$ cat config.mk
export PLATFORM = sky130hd
export DESIGN_NAME = reload_down_timer
export DESIGN_NICKNAME = d
export VERILOG_FILES = /design/src/rtl/rdt_pkg.sv /design/src/rtl/rdt_ctrl_fsm.sv /design/src/rtl/rdt_counter.sv /design/src/rtl/rdt_toggle.sv /design/src/rtl/reload_down_timer.sv
export SDC_FILE = /design/constraint.sdc
export NUM_CORES = 1
export LEC_CHECK = 0
export CAP_MARGIN = 10
export CORE_ASPECT_RATIO = 1.2
export CORE_MARGIN = 5
export CORE_UTILIZATION = 40
export CTS_BUF_LIST = sky130_fd_sc_hd__clkbuf_4
export CTS_CLUSTER_DIAMETER = 120
export DETAILED_ROUTE_END_ITERATION = 8
export PLACE_DENSITY = 0.71
export SYNTH_ARGS = -nofsm -noshare
export SYNTH_HDL_FRONTEND = slang
export SYNTH_SLANG_ARGS = --single-unit
export TNS_END_PERCENT = 50
$ cat constraint.sdc
create_clock -name clk -period 5.5 [get_ports clk]
set_input_delay 0.55 -clock clk [delete_from_list [all_inputs] [get_ports clk]]
set_output_delay 0.55 -clock clk [all_outputs]
set_load 0.05 [all_outputs]
$ cat src/rtl/rdt_pkg.sv
package rdt_pkg;
    typedef enum logic [2:0] {
        ST_IDLE   = 3'd0,
        ST_ARMED  = 3'd1,
        ST_LOADED = 3'd2,
        ST_RUN    = 3'd3,
        ST_RELOAD = 3'd4
    } rdt_state_e;

    typedef enum logic {
        MODE_ONESHOT    = 1'b0,
        MODE_CONTINUOUS = 1'b1
    } rdt_mode_e;
endpackage

$ cat src/rtl/rdt_ctrl_fsm.sv
module rdt_ctrl_fsm
    import rdt_pkg::*;
(
    input  logic       clk,
    input  logic       rst_n,
    input  logic       tick,
    input  logic       ctl_we,
    input  logic       ctl_en,
    input  logic       ctl_mode,
    input  logic       cnt_zero,
    output rdt_state_e state_o,
    output logic       start_o,
    output logic       load_o,
    output logic       dec_o,
    output logic       uf_o,
    output logic       init_we_o
);
    rdt_state_e state_q, state_d;
    rdt_mode_e  mode_q, mode_d;
    logic       stop_req;
    logic       arm_req;

    // A disable write wins over any strobe; an enable write arms only from idle.
    assign stop_req = ctl_we && !ctl_en;
    assign arm_req  = ctl_we && ctl_en && (state_q == ST_IDLE);

    always_ff @(posedge clk or negedge rst_n) begin
        if (!rst_n) begin
            state_q <= ST_IDLE;
            mode_q  <= MODE_ONESHOT;
        end else begin
            state_q <= state_d;
            mode_q  <= mode_d;
        end
    end

    // Next-state process
    always_comb begin
        state_d = state_q;
        mode_d  = mode_q;
        if (stop_req) begin
            state_d = ST_IDLE;
        end else if (arm_req) begin
            state_d = ST_ARMED;
            mode_d  = rdt_mode_e'(ctl_mode);
        end else if (tick) begin
            unique case (state_q)
                ST_IDLE:   state_d = ST_IDLE;
                ST_ARMED:  state_d = (mode_q == MODE_ONESHOT) ? ST_LOADED : ST_RUN;
                ST_LOADED: state_d = ST_RUN;
                ST_RUN: begin
                    if (cnt_zero)
                        state_d = (mode_q == MODE_ONESHOT) ? ST_IDLE : ST_RELOAD;
                end
                ST_RELOAD: state_d = ST_RUN;
                default:   state_d = ST_IDLE;
            endcase
        end
    end

    // Output process
    always_comb begin
        start_o   = 1'b0;
        load_o    = 1'b0;
        dec_o     = 1'b0;
        uf_o      = 1'b0;
        init_we_o = ctl_we && (state_q == ST_IDLE);
        if (tick && !stop_req) begin
            unique case (state_q)
                ST_IDLE:   ;
                ST_ARMED: begin
                    start_o = 1'b1;
                    load_o  = (mode_q == MODE_ONESHOT);
                end
                ST_LOADED: ;
                ST_RUN: begin
                    uf_o  = cnt_zero;
                    dec_o = !cnt_zero;
                end
                ST_RELOAD: load_o = 1'b1;
                default:   ;
            endcase
        end
    end

    assign state_o = state_q;
endmodule

$ cat src/rtl/rdt_counter.sv
module rdt_counter #(
    parameter int CNT_W = 24
) (
    input  logic             clk,
    input  logic             rst_n,
    input  logic             wr_en,
    input  logic [CNT_W-1:0] wr_data,
    input  logic             rld_we,
    input  logic [CNT_W-1:0] rld_data,
    input  logic             load,
    input  logic             dec,
    output logic [CNT_W-1:0] count,
    output logic             zero
);
    localparam logic [CNT_W-1:0] ONE = CNT_W'(1);

    logic [CNT_W-1:0] cnt_q;
    logic [CNT_W-1:0] rld_q;

    always_ff @(posedge clk or negedge rst_n) begin
        if (!rst_n) begin
            rld_q <= '0;
        end else if (rld_we) begin
            rld_q <= rld_data;
        end
    end

    // Software write beats reload and decrement.
    always_ff @(posedge clk or negedge rst_n) begin
        if (!rst_n) begin
            cnt_q <= '0;
        end else if (wr_en) begin
            cnt_q <= wr_data;
        end else if (load) begin
            cnt_q <= rld_q - ONE;
        end else if (dec) begin
            cnt_q <= cnt_q - ONE;
        end
    end

    assign count = cnt_q;
    assign zero  = (cnt_q == '0);
endmodule

$ cat src/rtl/rdt_toggle.sv
module rdt_toggle (
    input  logic clk,
    input  logic rst_n,
    input  logic init_we,
    input  logic init_lvl,
    input  logic flip,
    output logic q
);
    logic q_r;

    always_ff @(posedge clk or negedge rst_n) begin
        if (!rst_n) begin
            q_r <= 1'b0;
        end else if (init_we) begin
            q_r <= init_lvl;
        end else if (flip) begin
            q_r <= ~q_r;
        end
    end

    assign q = q_r;
endmodule

$ cat src/rtl/reload_down_timer.sv
module reload_down_timer
    import rdt_pkg::*;
#(
    parameter int CNT_W = 24
) (
    input  logic             clk,
    input  logic             rst_n,
    input  logic             cnt_tick,
    input  logic             cnt_we,
    input  logic [CNT_W-1:0] cnt_wdata,
    input  logic             rld_we,
    input  logic [CNT_W-1:0] rld_wdata,
    input  logic             ctl_we,
    input  logic             ctl_en,
    input  logic             ctl_mode,
    input  logic             ctl_init_lvl,
    output logic [CNT_W-1:0] count_q,
    output logic             ff_out,
    output logic             irq_req,
    output logic             dma_req,
    output logic             running
);
    rdt_state_e state;
    logic start, load, dec, uf, init_we, zero;

    rdt_ctrl_fsm u_fsm (
        .clk       (clk),
        .rst_n     (rst_n),
        .tick      (cnt_tick),
        .ctl_we    (ctl_we),
        .ctl_en    (ctl_en),
        .ctl_mode  (ctl_mode),
        .cnt_zero  (zero),
        .state_o   (state),
        .start_o   (start),
        .load_o    (load),
        .dec_o     (dec),
        .uf_o      (uf),
        .init_we_o (init_we)
    );

    rdt_counter #(.CNT_W(CNT_W)) u_cnt (
        .clk      (clk),
        .rst_n    (rst_n),
        .wr_en    (cnt_we),
        .wr_data  (cnt_wdata),
        .rld_we   (rld_we),
        .rld_data (rld_wdata),
        .load     (load),
        .dec      (dec),
        .count    (count_q),
        .zero     (zero)
    );

    rdt_toggle u_ff (
        .clk      (clk),
        .rst_n    (rst_n),
        .init_we  (init_we),
        .init_lvl (ctl_init_lvl),
        .flip     (start || uf),
        .q        (ff_out)
    );

    assign irq_req = uf;
    assign dma_req = uf;
    assign running = (state != ST_IDLE);
endmodule

==> flow_metrics.env, run 1 <==
export IMPL_vdd_drop_max_v=0.0001141
export IMPL_max_freq_ghz=0.2580
export IMPL_finalSetupViolations=0
export IMPL_cp_arrival_ns=3.33
export IMPL_vias_per_cell=5.587
export IMPL_crit_type="flop to output pin"
export IMPL_avgSynthCellArea_um2=9.569
export IMPL_clkSinkCount=53
export IMPL_synth_flop_cell="dfrtp_1"
export IMPL_io_pins=85
export IMPL_rows=36
export IMPL_place_congestion=0.8870
export IMPL_maxCapViolCount=0
export IMPL_grt_max_degree=54
export IMPL_regToRegSetupSlack_ns=1.90
export IMPL_final_hold_viol_count=0
export IMPL_coreArea_um2=8153
export IMPL_synthCells=349
export IMPL_outcome="completed"
export IMPL_cp_num_buf_inv=1
export IMPL_async_flop_share_pct=100.0
export IMPL_synthesis_area_um2=3339
export IMPL_synth_top_area_cell="dfrtp_1"
export IMPL_dr_wl_met2_um=4641
export IMPL_wl_per_cell_um=17.30
export IMPL_synth_seq_cells=53
export IMPL_min_period_ns=3.877
export IMPL_crit_path_end_kind="output pin"
export IMPL_dp_cells=535
export IMPL_skew_ns=0.009318
export IMPL_die_h_um=110.1
export IMPL_layout_cells_non_filler=543
export IMPL_setup_tns_ns=0
export IMPL_ys_warn_count=0
export IMPL_dp_hpwl_um=7290
export IMPL_cts_clk_slew_worst_paths_ns=0.15
export IMPL_cp_required_ns=4.95
export IMPL_grt_pass1_wl_um=15010
export IMPL_synth_cell_types=62
export IMPL_wl_um=9392
export IMPL_crit_top_cell="nor2_1"
export IMPL_drtAntennaViolNets=0
export IMPL_synth_area_leaders="dfrtp_1, mux2_2, xnor2_1"
export IMPL_powerDensity_nw_per_um2=297.2
export IMPL_top_layer="met4"
export IMPL_internal_power_mw=0.7361
export IMPL_cpPeakStageDelay_ns=0.84
export IMPL_nNetsFinal=486
export IMPL_clockPowerShare_pct=13.0
export IMPL_wl_met1_um=4059
export IMPL_synth_top_area_share_pct=39.72
export IMPL_worstMarginPinSlew_ns=1.053
export IMPL_portBuffers=84
export IMPL_worstSetupStartpointType="flop"
export IMPL_cp_top_family="simple AND/OR/NAND/NOR gates"
export IMPL_dieArea_um2=10280
export IMPL_comb_power_share_pct=44.5
export IMPL_cts_root_buf="clkbuf_4"
export IMPL_slew_viol_final=0
export IMPL_pwr_share_seq_pct=42.6
export IMPL_fin_crit_sh_pct=70.48
export IMPL_numCtsBuffers=5
export IMPL_vias=3034
export IMPL_leakagePower_nw=1.659
export IMPL_syn_nets=407
export IMPL_synth_edf_count=0
export IMPL_drive_gt1_share_pct=11.89
export IMPL_holdCritPathClass="input pin to asynchronous set/reset pin"
export IMPL_tritoncts="yes"
export IMPL_die_x_um=93.41
export IMPL_dr_pass1_iters=4
export IMPL_wl_met3_um=577
export IMPL_hold_buffers=0
export IMPL_grt_setup_unrepaired="no"
export IMPL_area_delta_synth_final_pct=29.94
export IMPL_drt_initial_drc_count=247
export IMPL_grt_overflow=0
export IMPL_slew_headroom_pct=29.59
export IMPL_clk_path_buf_depth=2
export IMPL_slowest_stage="clkdlybuf4s50_1"
export IMPL_worstPathCellList="or4_1, nor2_1, nand4_2, nor2_1, clkdlybuf4s50_1"
export IMPL_htreeDepth=2
export IMPL_cts_setup_buffers=0
export IMPL_antenna_found_initial=0
export IMPL_worstPathMaxFanout=15
export IMPL_start_util_pct=40.96
export IMPL_utilization_pct=53.22
export IMPL_first_global_vias=3037
export IMPL_drc=0
export IMPL_swShare_pct=42.92
export IMPL_clkLatencyLatePin_ns=0.37
export IMPL_p_sw_mw=0.5534
export IMPL_diodes=0
export IMPL_synth_seq_area_share_pct=39.72
export IMPL_cts_resized=0
export IMPL_track_usage_pct=18.56
## Yosys cell counts, types with 5 or more instances
master    count
a21oi_1      10
o31ai_1       5
nor4_1        8
clkbuf_1     14
a31oi_1       6
xor2_1       18
inv_1        11
nand2_1      22
mux2_2       24
mux2i_1      10
nor3_1       10
dfrtp_1      53
o21ai_0      12
a22oi_1       5
nor2_1       31
xnor2_1      18
nand3_1      11
nand4_1       6
## worst paths after layout
check                                 start         endpoint  depth (start not counted)
min in group clk            u_cnt.rld_q[23]  u_cnt.rld_q[23]                          1
setup reg to reg           u_fsm.state_o[2]  u_cnt.count[18]                         11
setup / recovery             u_cnt.count[2]          dma_req                          5
hold reg to reg             u_cnt.rld_q[23]  u_cnt.rld_q[23]                          1
max in group asynchronous             rst_n  u_cnt.rld_q[11]                          2
hold / removal                        rst_n  u_cnt.count[21]                          2
## per-stage QoR
stage	power (mW)	cell area, µm²	setup slack (ns)	hold WS (ns)
5_1_grt	1.365	4339	1.412	0.3366
4_1_cts	1.298	4339	1.632	0.3142
6_report	1.289	4339	1.623	0.2734
2_1_floorplan	0.9110	3339	1.695	0.2544
3_5_place_dp	1.130	4289	1.309	0.5317
3_3_place_gp	1.121	4289	1.435	0.5189
## power groups by stage
stage | clock network, mW | logic, mW | registers (mW)
final | 0.167 | 0.574 | 0.549
after global placement | 0 | 0.567 | 0.554
after floorplan | 0 | 0.248 | 0.663
after global routing | 0.190 | 0.612 | 0.562
after CTS | 0.175 | 0.576 | 0.547
after detailed placement | 0 | 0.575 | 0.555
## sequential cells by signal (all words and copies together), names as in the netlist
name / flops
u_cnt.count: 24
u_cnt.rld_q: 24
u_fsm.state_o: 3
u_ff.q: 1
u_fsm.mode_q: 1
## cell usage in the layout, fill, tap and decap left out, types with 3 or more instances in the layout
master,netlist,final
clkdlybuf4s50_1,0,83
dfrtp_1,53,53
nor2_1,31,31
mux2_2,24,24
nand2_1,22,22
xnor2_1,18,18
xor2_1,18,18
o21ai_0,12,12
inv_1,11,11
nand3_1,11,11
mux2i_1,10,10
nor3_1,10,10
a21oi_1,10,10
nor4_1,8,8
nand4_1,6,6
a31oi_1,6,6
buf_4,1,6
a22oi_1,5,5
o31ai_1,5,5
clkbuf_4,0,5
nor2b_1,4,4
or4_1,4,4
or3_1,4,4
a32oi_1,4,4
o211ai_1,4,4
clkinv_1,1,3
and3_1,3,3
a2bb2oi_1,3,3
a222oi_1,3,3
## layout make-up
type                    count  area [µm²]
flip-flops and latches     53        1326
well taps                 114       142.6
clock inverters             3       12.51
inverters                  12       45.04
multi-input cells         266        1894
fillers                   752        3814
repair buffers             90       880.8
clock buffers               5       37.54
## routing by layer
layer	vias to the layer above	global-route usage, %
met2	107	31.94
met3	12	3.259
met5	-	0
met4	0	6.283
li1	1450	-
met1	1465	23.55
## logic make-up (layout without fill, tap and decap cells)
kind of cell	after synthesis	in the layout	synth area share, %
mux	34	34	11.09
buf+inv	30	110	3.559
flops	53	53	39.72
fa+ha+maj	1	1	0.3746
xor+xnor	36	36	9.442
simple gates	125	125	20.57
compound gates	70	70	15.25
(Power assumes the default switching activity.)
==> run 2, diff against run 1 <==
- clock period: 5.5 -> 3.8 ns (I/O delays scaled with it)
==> run 2 against run 1 <==
- first-iteration DRC count is 15% lower
- clock skew grew 0.0053 ns
- critical path depth up 5
- sequential share of layout area shrank 0.54 points
- clock power grew 96%
- hold slack better by 0.090 ns
- register-to-register slack lost 1.7 ns
- sequential power grew 46%
- core utilization is 0.95 points higher
- count of clock-buffer cells in the layout increased by 1
==> flow_metrics.env, run 2 (same netlist as run 1, synthesis figures left out) <==
export IMPL_outcome="completed"
export IMPL_r2r_start="u_fsm.state_o[2]"
export IMPL_maxCapViolCount=0
export IMPL_area_delta_synth_final_pct=32.26
export IMPL_die_h_um=110.1
export IMPL_fin_crit_sh_pct=93.72
export IMPL_worstSetupStartpointType="flop"
export IMPL_crit_path_end_kind="flop"
export IMPL_max_freq_ghz=0.2808
export IMPL_cts_setup_buffers=0
export IMPL_io_pins=85
export IMPL_regToRegSetupSlack_ns=0.24
export IMPL_cp_arrival_ns=3.86
export IMPL_cts_clk_slew_worst_paths_ns=0.15
export IMPL_drive_gt1_share_pct=13.13
export IMPL_grt_setup_unrepaired="no"
export IMPL_drt_initial_drc_count=209
export IMPL_clkLatencyLatePin_ns=0.39
export IMPL_grt_max_degree=45
export IMPL_place_area_um2=4325
export IMPL_antenna_found_initial=1
export IMPL_holdCritPathClass="input pin to asynchronous set/reset pin"
export IMPL_coreArea_um2=8153
export IMPL_multiInputGateArea_um2=1901
export IMPL_finalSetupViolations=0
export IMPL_dp_hpwl_um=7460
export IMPL_powerDensity_nw_per_um2=444.6
export IMPL_drtAntennaViolNets=0
export IMPL_die_x_um=93.41
export IMPL_numCtsBuffers=5
export IMPL_dp_cells=539
export IMPL_wl_um=9708
export IMPL_regArea_um2=1326
export IMPL_track_usage_pct=19.15
export IMPL_slew_viol_final=0
export IMPL_clkSinkCount=53
export IMPL_crit_type="flop to flop"
export IMPL_leakagePower_nw=1.696
export IMPL_dieArea_um2=10280
export IMPL_grt_pass1_wl_um=15530
export IMPL_cp_required_ns=4.10
export IMPL_layout_cells_non_filler=549
export IMPL_min_period_ns=3.561
export IMPL_skew_ns=0.01466
export IMPL_start_util_pct=40.96
export IMPL_drc=0
export IMPL_final_common_cell="clkdlybuf4s50_1"
export IMPL_htreeDepth=2
export IMPL_wl_per_cell_um=17.68
export IMPL_reg2reg_depth=10
export IMPL_setup_ws_ns=0.2388
export IMPL_final_hold_viol_count=0
export IMPL_final_area_um2=4417
export IMPL_place_congestion=0.8794
export IMPL_slew_headroom_pct=31.46
export IMPL_setup_tns_ns=0
export IMPL_tritoncts="yes"
export IMPL_cts_resized=0
export IMPL_dr_pass1_iters=5
export IMPL_vias_per_cell=5.638
export IMPL_worstPathMaxFanout=9
export IMPL_clk_path_buf_depth=2
export IMPL_timing_rr_end="u_cnt.count[20]"
export IMPL_rows=36
export IMPL_nNetsFinal=491
export IMPL_fill_cells=770
export IMPL_dpl_worst_slack_ns=0.1692
export IMPL_layout_common_cells="clkdlybuf4s50_1, dfrtp_1, nor2_1"
export IMPL_cts_root_buf="clkbuf_4"
export IMPL_vias=3095
export IMPL_worstMarginPinSlew_ns=1.025
export IMPL_vdd_drop_max_v=0.0001950
export IMPL_first_global_vias=2988
export IMPL_portBuffers=84
export IMPL_grt_overflow=0
-- run 2: changes by cell type in the layout (fill, tap and decap cells not counted) --
| cell | before | now |
|---|---|---|
| clkbuf_4 | 5 | 6 |
| buf_4 | 6 | 10 |
| dlygate4sd3_1 | 0 | 1 |
| clkinv_1 | 3 | 2 |
| o2111ai_1 | 2 | 1 |
| bufinv_16 | 0 | 1 |
| diode_2 | 0 | 1 |
| o2111ai_2 | 0 | 1 |
| clkinv_2 | 1 | 0 |
-- run 2: how the worst max path moves through the flow --
stage	start	endpoint	slack [ns]	cells after the start
5_1_grt	u_fsm.state_o[2]	u_cnt.count[20]	0.10	10
6_report	u_fsm.state_o[2]	u_cnt.count[20]	0.24	10
3_3_place_gp	ctl_en	u_cnt.count[18]	0.27	11
3_5_place_dp	ctl_en	u_cnt.count[18]	0.17	10
4_1_cts	u_fsm.state_o[2]	u_cnt.count[20]	0.31	10
2_1_floorplan	u_fsm.state_o[2]	u_cnt.count[18]	0.18	12
-- run 2: timing repair --
| action | CTS | global route |
|---|---|---|
| hold buffers | 1 | 0 |
| hold endpoints to repair | 9 | 0 |
| endpoints found under the setup margin | 0 | 0 |
-- run 2: critical path: stages, from the launching register on --
cell	delay, ns
dfrtp_1	0.51
nor3b_1	0.38
o2111ai_2	0.28
mux2i_1	0.27
ha_1	0.26
or4b_1	0.52
or4_1	0.55
nor2_1	0.18
xor2_1	0.19
o22ai_1	0.10
o31ai_1	0.22
-- run 2: through the flow --
stage	total power, mW	hold WS (ns)	util, %
finish	1.964	0.3633	54.17
global route	2.066	0.3690	54.17
CTS	1.969	0.3716	54.14
detailed placement	1.642	0.2583	53.05
global placement	1.628	0.2562	53.05
floorplan	1.321	0.08441	-
-- run 2: final cells by class --
type / instances / share of cell area, %
multi-input cells: 266 / 43.03
clock buffers: 6 / 1.020
clock inverters: 2 / 0.7649
well taps: 114 / 3.229
diodes: 1 / 0.05666
flip-flops and latches: 53 / 30.03
repair buffers: 95 / 20.85
inverters: 12 / 1.020
-- run 2: report_power, final --
part	total [mW]	internal, mW	switching [mW]	leakage [nW]
Clock	0.328	0.144	0.183	0.0433
Combinational	0.835	0.343	0.492	1.03
Sequential	0.801	0.657	0.144	0.619
-- run 2: per-layer routing --
| metal | global-route usage (%) | part of all wire [%] | up-vias |
|---|---|---|---|
| met5 | 0 | 0 | - |
| met4 | 5.654 | 1.1 | 0 |
| li1 | - | - | 1462 |
| met2 | 33.73 | 50 | 120 |
| met3 | 2.851 | 6.1 | 11 |
| met1 | 24.34 | 42 | 1502 |
==> run 3, diff against run 2 <==
- CORE_UTILIZATION: 40 -> 35
- PLACE_DENSITY: 0.71 -> 0.64
==> run 3 against run 2 <==
- hold slack worse by 0.26 ns
- clock skew down 0.0011 ns
- non-clock buffer count down 2
- power down 4.1%
- clock power down 25%
- highest routed layer unchanged
- largest cell class unchanged
- global-route usage down 2.2 points
- sequential cell count unchanged
- critical endpoint is now u_cnt.count[18]
==> flow_metrics.env, run 3 (same netlist as run 1, synthesis figures left out) <==
export IMPL_regToRegSetupSlack_ns=0.33
export IMPL_crit_path_end_kind="flop"
export IMPL_setup_tns_ns=0
export IMPL_worstPathCellList="nor3b_1, o2111ai_2, mux2i_1, ha_1, or4b_1, or4_1, or3_1, a21o_1, a2bb2oi_2"
export IMPL_crit_type="flop to flop"
export IMPL_worstSetupStartpointType="flop"
export IMPL_cp_startpoint="u_fsm.state_o[2]"
export IMPL_coreArea_um2=9418
export IMPL_skew_ns=0.01360
export IMPL_place_area_um2=4329
export IMPL_drtAntennaViolNets=0
export IMPL_worstPathMaxFanout=9
export IMPL_drc=0
export IMPL_vdd_drop_max_v=0.0001200
export IMPL_grt_pass1_wl_um=15700
export IMPL_cp_required_ns=4.13
export IMPL_cp_arrival_ns=3.80
export IMPL_die_h_um=117
export IMPL_multiInputGateArea_um2=1901
export IMPL_grt_overflow=0
export IMPL_holdCritPathClass="input pin to asynchronous set/reset pin"
export IMPL_dr_pass1_iters=5
export IMPL_slowest_stage="or4_1"
export IMPL_first_global_vias=3103
export IMPL_start_util_pct=35.46
export IMPL_portBuffers=84
export IMPL_clkLatencyLatePin_ns=0.38
export IMPL_cts_setup_buffers=0
export IMPL_leakagePower_nw=1.673
export IMPL_numCtsBuffers=5
export IMPL_layout_cells_non_filler=555
export IMPL_dp_cells=547
export IMPL_io_pins=85
export IMPL_tritoncts="yes"
export IMPL_drive_gt1_share_pct=12.76
export IMPL_cts_resized=0
export IMPL_outcome="completed"
export IMPL_r2r_start="u_fsm.state_o[2]"
export IMPL_clkSinkCount=53
export IMPL_max_freq_ghz=0.2882
export IMPL_cp_top_family="simple AND/OR/NAND/NOR gates"
export IMPL_layout_common_cells="clkdlybuf4s50_1, dfrtp_1, nor2_1"
export IMPL_htreeDepth=2
export IMPL_min_period_ns=3.470
export IMPL_final_area_um2=4380
export IMPL_worstMarginPinSlew_ns=1.067
export IMPL_dpl_worst_slack_ns=0.06783
export IMPL_crit_cells=9
export IMPL_setup_ws_ns=0.3304
export IMPL_clk_path_buf_depth=2
export IMPL_slew_viol_final=0
export IMPL_fin_crit_sh_pct=91.30
export IMPL_powerDensity_nw_per_um2=429.7
export IMPL_finalSetupViolations=0
export IMPL_cp_num_buf_inv=0
export IMPL_track_usage_pct=16.98
export IMPL_fill_cells=904
export IMPL_dieArea_um2=11600
export IMPL_final_common_cell="clkdlybuf4s50_1"
export IMPL_cts_root_buf="clkbuf_4"
export IMPL_vias=3100
export IMPL_rows=39
export IMPL_maxCapViolCount=0
export IMPL_regArea_um2=1326
export IMPL_final_hold_viol_count=0
export IMPL_nNetsFinal=489
export IMPL_antenna_found_initial=1
export IMPL_area_delta_synth_final_pct=31.17
export IMPL_cpPeakStageDelay_ns=0.53
export IMPL_slew_headroom_pct=28.65
export IMPL_p_total_mw=1.882
export IMPL_dp_hpwl_um=7505
export IMPL_timing_rr_end="u_cnt.count[18]"
export IMPL_wl_per_cell_um=17.45
export IMPL_die_x_um=99.17
export IMPL_grt_setup_unrepaired="no"
export IMPL_hold_slack_ns=0.1046
export IMPL_drt_initial_drc_count=146
export IMPL_place_congestion=0.8984
export IMPL_wl_um=9687
export IMPL_grt_max_degree=54
export IMPL_vias_per_cell=5.586
export IMPL_utilization_pct=46.51
export IMPL_cts_clk_slew_worst_paths_ns=0.15
export IMPL_hold_buffers=0
export IMPL_reg2reg_depth=9
export IMPL_critPathCapture="u_cnt.count[18]"
-- run 3: cell count changes in the layout (fill, tap and decap cells not counted) --
cell / before / now
buf_4: 10 / 9
bufinv_16: 1 / 0
dlygate4sd3_1: 1 / 0
-- run 3: area by class of cell --
class / instances / share of cell area (%)
Tap cell: 123 / 3.513
Clock buffer: 6 / 1.028
Clock inverter: 1 / 0.08569
Timing Repair Buffer: 93 / 20.62
Sequential cell: 53 / 30.28
Antenna cell: 1 / 0.05713
Multi-Input combinational cell: 266 / 43.39
Inverter: 12 / 1.028
-- run 3: worst min path at each step --
stage / start / end / slack, ns / depth (start not counted)
2_1_floorplan: rst_n / u_cnt.count[0] / 0.08 / 0
3_3_place_gp: u_cnt.rld_q[23] / u_cnt.rld_q[23] / 0.52 / 1
3_5_place_dp: u_cnt.rld_q[23] / u_cnt.rld_q[23] / 0.52 / 1
4_1_cts: rst_n / u_fsm.state_o[2] / 0.13 / 2
5_1_grt: rst_n / u_cnt.count[1] / 0.17 / 2
6_report: rst_n / u_ff.q / 0.10 / 2
-- run 3: power by group --
| part | switching (mW) | internal [mW] | leakage (nW) |
|---|---|---|---|
| clock network | 0.172 | 0.0748 | 0.0292 |
| logic | 0.501 | 0.344 | 1.03 |
| registers | 0.133 | 0.658 | 0.619 |
-- run 3: layer usage --
layer	global-route usage, %	vias up	wire (µm)
met5	0	-	0
met4	5.738	0	154
met3	2.549	14	523
met2	30.33	107	4925
met1	21.02	1523	4084
li1	-	1456	-
